<file path="src/rtl/ckgen_pkg.sv">
package ckgen_pkg;
  localparam int DW     = 8;
  localparam int NW     = 9;
  localparam int NCPU   = 3;
  localparam int OE_W   = 8;
  localparam int NPLL   = 3;
  localparam int NDIV   = 4;

  localparam logic [NW-1:0] N_DFLT_166  = 9'h07D;
  localparam logic [NW-1:0] N_DFLT_BASE = 9'h064;
  localparam logic [DW-1:0] RSV6_PAT    = 8'hF3;
  localparam logic [DW-1:0] RSV7_PAT    = 8'h00;
  localparam logic [1:0]    SLEW_MED    = 2'b01;
  localparam logic [1:0]    SLEW_RSVD   = 2'b11;

  typedef struct packed {
    logic [NPLL-1:0] pll;    // [2]=PLL1 [1]=PLL2 [0]=PLL3
    logic [NDIV-1:0] div;    // [3]=CPU [2]=SRC [1]=LCD [0]=DOT
    logic [1:0]      ss;     // [1]=PLL1 [0]=PLL3
    logic [2:0]      p3sel;
    logic [OE_W-1:0] boe;
    logic            ref_en;
    logic [1:0]      slew;
    logic [NCPU-1:0] stop;   // [2]=CPU0 [1]=CPU1 [0]=CPU2
    logic [NW-1:0]   n;
  } cfg_t;

  // Mask divider enables by the PLL that feeds each one.
  function automatic logic [NDIV-1:0] div_gate(input logic [NDIV-1:0] div,
                                               input logic [NPLL-1:0] pll);
    return div & {pll[2], pll[2], pll[0], pll[1]};
  endfunction

  function automatic logic [NW-1:0] n_reset(input logic is_166);
    return is_166 ? N_DFLT_166 : N_DFLT_BASE;
  endfunction

  // Reserved edge-rate code keeps the current setting.
  function automatic logic [1:0] slew_pick(input logic [1:0] cur,
                                           input logic [1:0] req);
    return (req == SLEW_RSVD) ? cur : req;
  endfunction
endpackage

</file>
<file path="src/rtl/ckgen_regfile.sv">
module ckgen_regfile
  import ckgen_pkg::*;
#(
  parameter int ADDR_W = 3,
  parameter int FSEL_W = 2,
  parameter logic [FSEL_W-1:0] FSEL_166 = 1
) (
  input  logic              clk,
  input  logic              rst_n,
  input  logic [FSEL_W-1:0] fsel,
  input  logic [ADDR_W-1:0] addr,
  input  logic [DW-1:0]     wdata,
  input  logic              wr_en,
  output cfg_t              cfg,
  output logic              wr_fbdiv
);
  logic [NPLL-1:0] new_pll;
  assign new_pll  = wdata[7:5];
  assign wr_fbdiv = wr_en && ((int'(addr) == 4) || (int'(addr) == 5));

  always_ff @(posedge clk) begin
    if (!rst_n) begin
      cfg.pll    <= '1;
      cfg.div    <= '1;
      cfg.ss     <= '1;
      cfg.p3sel  <= '0;
      cfg.boe    <= '1;
      cfg.ref_en <= 1'b1;
      cfg.slew   <= SLEW_MED;
      cfg.stop   <= '0;
      cfg.n      <= n_reset(fsel == FSEL_166);
    end else if (wr_en) begin
      case (int'(addr))
        0: begin
          cfg.pll <= new_pll;
          cfg.div <= div_gate(wdata[3:0], new_pll);
        end
        1: begin
          cfg.ss    <= wdata[7:6];
          cfg.p3sel <= wdata[5:3];
        end
        2: cfg.boe <= wdata;
        3: begin
          cfg.ref_en <= wdata[5];
          cfg.slew   <= slew_pick(cfg.slew, wdata[4:3]);
          cfg.stop   <= wdata[NCPU-1:0];
        end
        4: cfg.n[8]   <= wdata[0];
        5: cfg.n[7:0] <= wdata;
        default: ;
      endcase
    end
  end
endmodule

</file>
<file path="src/rtl/ckgen_rdmux.sv">
module ckgen_rdmux
  import ckgen_pkg::*;
#(
  parameter int ADDR_W = 3
) (
  input  cfg_t              cfg,
  input  logic [ADDR_W-1:0] addr,
  output logic [DW-1:0]     rdata
);
  always_comb begin
    case (int'(addr))
      0:       rdata = {cfg.pll, 1'b0, cfg.div};
      1:       rdata = {cfg.ss, cfg.p3sel, 3'b000};
      2:       rdata = cfg.boe;
      3:       rdata = {2'b00, cfg.ref_en, cfg.slew, cfg.stop};
      4:       rdata = {7'h7F, cfg.n[8]};
      5:       rdata = cfg.n[7:0];
      6:       rdata = RSV6_PAT;
      default: rdata = RSV7_PAT;
    endcase
  end
endmodule

</file>
<file path="src/rtl/ckgen_outgate.sv">
module ckgen_outgate
  import ckgen_pkg::*;
(
  input  logic [OE_W-1:0] boe,
  input  logic [NCPU-1:0] stop,
  input  logic            cpu_stop_n,
  output logic [OE_W-1:0] buf_oe
);
  for (genvar k = 0; k < NCPU; k++) begin : g_cpu
    // CPUk sits at boe bit OE_W-1-k and stop bit NCPU-1-k.
    assign buf_oe[OE_W-1-k] = boe[OE_W-1-k] & ~(stop[NCPU-1-k] & ~cpu_stop_n);
  end
  assign buf_oe[OE_W-1-NCPU:0] = boe[OE_W-1-NCPU:0];
endmodule

</file>
<file path="src/rtl/ckgen_ctrl_regs.sv">
module ckgen_ctrl_regs
  import ckgen_pkg::*;
#(
  parameter int ADDR_W = 3,
  parameter int FSEL_W = 2,
  parameter logic [FSEL_W-1:0] FSEL_166 = 1
) (
  input  logic              clk,
  input  logic              rst_n,
  input  logic [FSEL_W-1:0] fsel,
  input  logic              cpu_stop_n,
  input  logic [ADDR_W-1:0] addr,
  input  logic [7:0]        wdata,
  input  logic              wr_en,
  output logic [7:0]        rdata,
  output logic [2:0]        pll_en,
  output logic [3:0]        div_en,
  output logic [1:0]        ss_en,
  output logic [2:0]        pll3_fsel,
  output logic [7:0]        buf_oe,
  output logic              ref_oe,
  output logic [1:0]        ref_slew,
  output logic [8:0]        fbdiv_n
);
  cfg_t cfg;
  logic wr_fbdiv;
  logic [NCPU-1:0] stop_sel;

  ckgen_regfile #(.ADDR_W(ADDR_W), .FSEL_W(FSEL_W), .FSEL_166(FSEL_166)) u_rf (
    .clk(clk), .rst_n(rst_n), .fsel(fsel), .addr(addr), .wdata(wdata),
    .wr_en(wr_en), .cfg(cfg), .wr_fbdiv(wr_fbdiv)
  );

  ckgen_rdmux #(.ADDR_W(ADDR_W)) u_rd (.cfg(cfg), .addr(addr), .rdata(rdata));

  ckgen_outgate u_gate (
    .boe(cfg.boe), .stop(cfg.stop), .cpu_stop_n(cpu_stop_n), .buf_oe(buf_oe)
  );

  assign stop_sel  = cfg.stop;
  assign pll_en    = cfg.pll;
  assign div_en    = cfg.div;
  assign ss_en     = cfg.ss;
  assign pll3_fsel = cfg.ss[0] ? cfg.p3sel : 3'b000;
  assign ref_oe    = cfg.ref_en;
  assign ref_slew  = cfg.slew;
  assign fbdiv_n   = cfg.n;
endmodule

</file>
<file path="config.mk">
export PLATFORM = sky130hd
export DESIGN_NAME = ckgen_ctrl_regs
export DESIGN_NICKNAME = d
export VERILOG_FILES = /design/src/rtl/ckgen_pkg.sv /design/src/rtl/ckgen_regfile.sv /design/src/rtl/ckgen_rdmux.sv /design/src/rtl/ckgen_outgate.sv /design/src/rtl/ckgen_ctrl_regs.sv
export SDC_FILE = /design/constraint.sdc
export NUM_CORES = 1
export LEC_CHECK = 0
export ABC_CLOCK_PERIOD_IN_PS = 1500
export BUFFER_PORTS_ARGS = -buffer_cell sky130_fd_sc_hd__buf_2
export CORE_MARGIN = 3
export CORE_UTILIZATION = 48
export CTS_BUF_LIST = sky130_fd_sc_hd__clkbuf_8
export DETAILED_ROUTE_END_ITERATION = 8
export PLACE_DENSITY_LB_ADDON = 0.15
export SYNTH_ARGS = -nofsm -noshare
export SYNTH_HDL_FRONTEND = slang
export SYNTH_SLANG_ARGS = --single-unit
</file>
<file path="constraint.sdc">
create_clock -name clk -period 1.5 [get_ports clk]
set_clock_uncertainty 0.05 [all_clocks]
set_input_delay 0.075 -clock clk [delete_from_list [all_inputs] [get_ports clk]]
set_output_delay 0.075 -clock clk [all_outputs]
set_load 0.05 [all_outputs]
</file>
==> results.md <==
* WP data arrival at roughly 1500 ps
* PnR worst setup slack at -99.4 ps
* R2r setup slk at between 600 and 700 ps
* Outcome: complete, but fails checks
* First-pass GRT wire length at ~7600 um
* VDD IR-drop max at between 600 and 700 uV
* Core footprint at 3740 um2
* Min Tclk post-route at about 1600 ps
* # DRC at 0
* Mapped Area at roughly 1900 um2
* Placed cells at ~280
* F_max at 625 MHz
* Clock Tree Buf Depth at 2
* Final setup viols at 1
* Top_reg_cell synth: dfxtp_1
* Number of fillers in the final layout at 362
* # IOs at 57
* CP max stage cell: edfxtp_1
* Row Count at 22
* Distinct cells, synth at just over 40
* Critical path required time at between 1000 and 1500 ps
* Global-route usage over all layers at between 10% and 20%
* Storage cell area at slightly below 800 um2
* Vias in the first global route at ~1500
* Number of synthesized register bits at 35
* Die Height at slightly below 70 um
* Initial core utilization at approximately half
* Worst setup EP type: primary output
* Pwr dens at a little under 1000 nW/um2
* Overall Power at roughly 2.2 mW
* Fin nets at roughly 250
* Initial antenna violation count at 0
* Setup CP Type: reg2out
* CTS Buf Count at 5
* DRT iter0 DRCs at 96
* Fraction of layout cells with a size suffix above 1 at a little under two fifths
* Root buf cell: clkbuf_8
* Max-cap violation count at 0
* Final worst path period share at 107%
* Leakage at around 1.0 nW
* Synth Instances at 197
* Max reg flops at 35
* Drt pass-1 iters at 4
* Worst path max stage delay at approximately 380 ps
* Largest register by flop count: u_rf.cfg
* CTS tree: done
* Crit-path cells: mux2_4, a221o_1, o21a_1, buf_6
* Synth Net Count at approximately 210
* Inserted Diodes at 0
* Via count at 1559
* Avg WL per Cell at 16.3 um
* Final Util at between 60 and 70%
* Largest regs: u_rf.cfg (35)
* Die X at ~70 um
* Worst Tran Pin Value at between 500 and 600 ps
* Clock slew at reported path FFs at around 70 ps
* Failing checks: setup timing
* Routed vias/inst at roughly 5.5
* H-Tree Depth at 2
* Post-synth top area share at between 20 and 30%
* Final Wtd Congestion at a little over 0.8
* Antenna viol nets, final at 0
* Hold Path Class: in2reg
* Hold slack at 12.1 ps
* Hold Fails Final Rpt at 0
* Multi-input gate area at a little under 900 um2
* Gr ovfl total at 0
* EDFF count, synth at 9
* HPWL after DPL at 3530 um
* Clock Latency Late Sink at around 280 ps
* Top cells by area in the synthesized netlist: dfxtp_1 27%, edfxtp_1 14%, mux2i_1 13%, buf_4 9.8%, nand2_1 4.9%
* Critical Path Fanout Max at 2
* Layout area overhead at 17.7%
* Post-route insts no fill at roughly 290
* RSZ-0062 raised after global routing: true
* Max_slew headroom at between 60% and 70%
* Setup TNS at -99.4 ps
* Share of flip-flops with an asynchronous set or reset at 0%
* YS warnings at 0
* # clock sinks at 35
* Syn Area/Cell at 9.70 um2
* Sequential share of the synthesized area at just over 40%
* Largest net degree at the start of global routing at 17
* Startpoint types: flop
* Port Buffers at 56
* Routed wire length at ~4700 um
* Max-slew violations at 0
* Die area at 4770 um2
* Synth area leader: dfxtp_1
Yosys cell counts (2+ instances only):
cell type and number:
a21boi_0 4, a21o_1 2, a22oi_1 3, a2bb2oi_1 3, and2_1 6, buf_2 7, buf_4 25, clkbuf_1 5
dfxtp_1 26, edfxtp_1 9, inv_1 3, mux2i_1 24, nand2_1 25, nand2b_1 5, nor2_1 4, nor2b_1 10
nor3b_1 2, nor4bb_1 2, o211ai_1 4, o21ai_0 3, o221ai_1 3, o22ai_1 3
cells by family after synthesis:
| family | synth area share, % |
|---|---|
| compound gates | 13.9 |
| buf+inv | 13.8 |
| flops | 41.4 |
| mux | 13.2 |
| simple gates | 17.7 |
cell usage in the layout (no fill, tap or decap), types with 3 or more instances in the layout:
cell type / instances
and2_1: 6
nand2b_1: 5
a21boi_1: 3
buf_2: 51
o211ai_1: 4
dfxtp_1: 25
nor2_1: 4
inv_1: 5
clkbuf_8: 5
nand2_1: 25
a2bb2oi_1: 3
edfxtp_1: 9
mux2i_1: 24
a22oi_1: 3
buf_4: 18
nor2b_1: 10
worst max-delay path: cells and delay by family, from the launching register on:
kind	cells	cell delay [ps]
AOI/OAI and AO/OA	2	410
DFF	1	380
muxes	1	260
buffers and inverters	1	150
power by group:
part	total [mW]	internal (mW)	switching, mW
Clock	0.629	0.312	0.317
Combinational	0.551	0.171	0.380
Sequential	1.04	1.01	0.0262
Total	2.22	1.49	0.723
worst paths after layout:
kind                                   from                         to  depth (start not counted)
setup / recovery      u_rf.cfg[3]$_DFFE_PP_                   rdata[3]                          4
hold / removal                     wdata[1]  u_rf.cfg[16]$_SDFFE_PN1P_                          3
setup reg to reg  u_rf.cfg[26]$_SDFFE_PN1P_  u_rf.cfg[26]$_SDFFE_PN1P_                          3
hold reg to reg   u_rf.cfg[30]$_SDFFE_PN1P_  u_rf.cfg[30]$_SDFFE_PN1P_                          2
through the flow:
stage	area (um2)	setup WS (ps)
4_1_cts	2230	-117
6_report	2250	-99.4
3_3_place_gp	2120	73.1
5_1_grt	2250	-172
2_1_floorplan	1920	-14.0
3_5_place_dp	2120	74.4
final cells by class:
cell class                      instances  share of cell area, %
Multi-Input combinational cell        121                   39.7
Sequential cell                        35                   35.3
Timing Repair Buffer                   71                   18.2
Clock buffer                            5                   3.06
Tap cell                               48                   2.67
Clock inverter                          3                  0.556
Inverter                                3                  0.501
timing repair:
item	4_1_cts	5_1_grt
pin swaps	1	3
gates resized for setup	8	5
setup buffers	1	0
hold buffers	0	0
setup endpoints to repair	4	5
per-layer routing:
metal  up-vias  global-route usage [%]  routed length, um
met5         -                       0                  0
met4         0                    6.29                 48
met3         4                    6.56                281
met2        48                    30.4               2240
met1       754                    25.7               2090
li1        753                       -                  -
No activity file was read; power rests on OpenSTA's default activity.
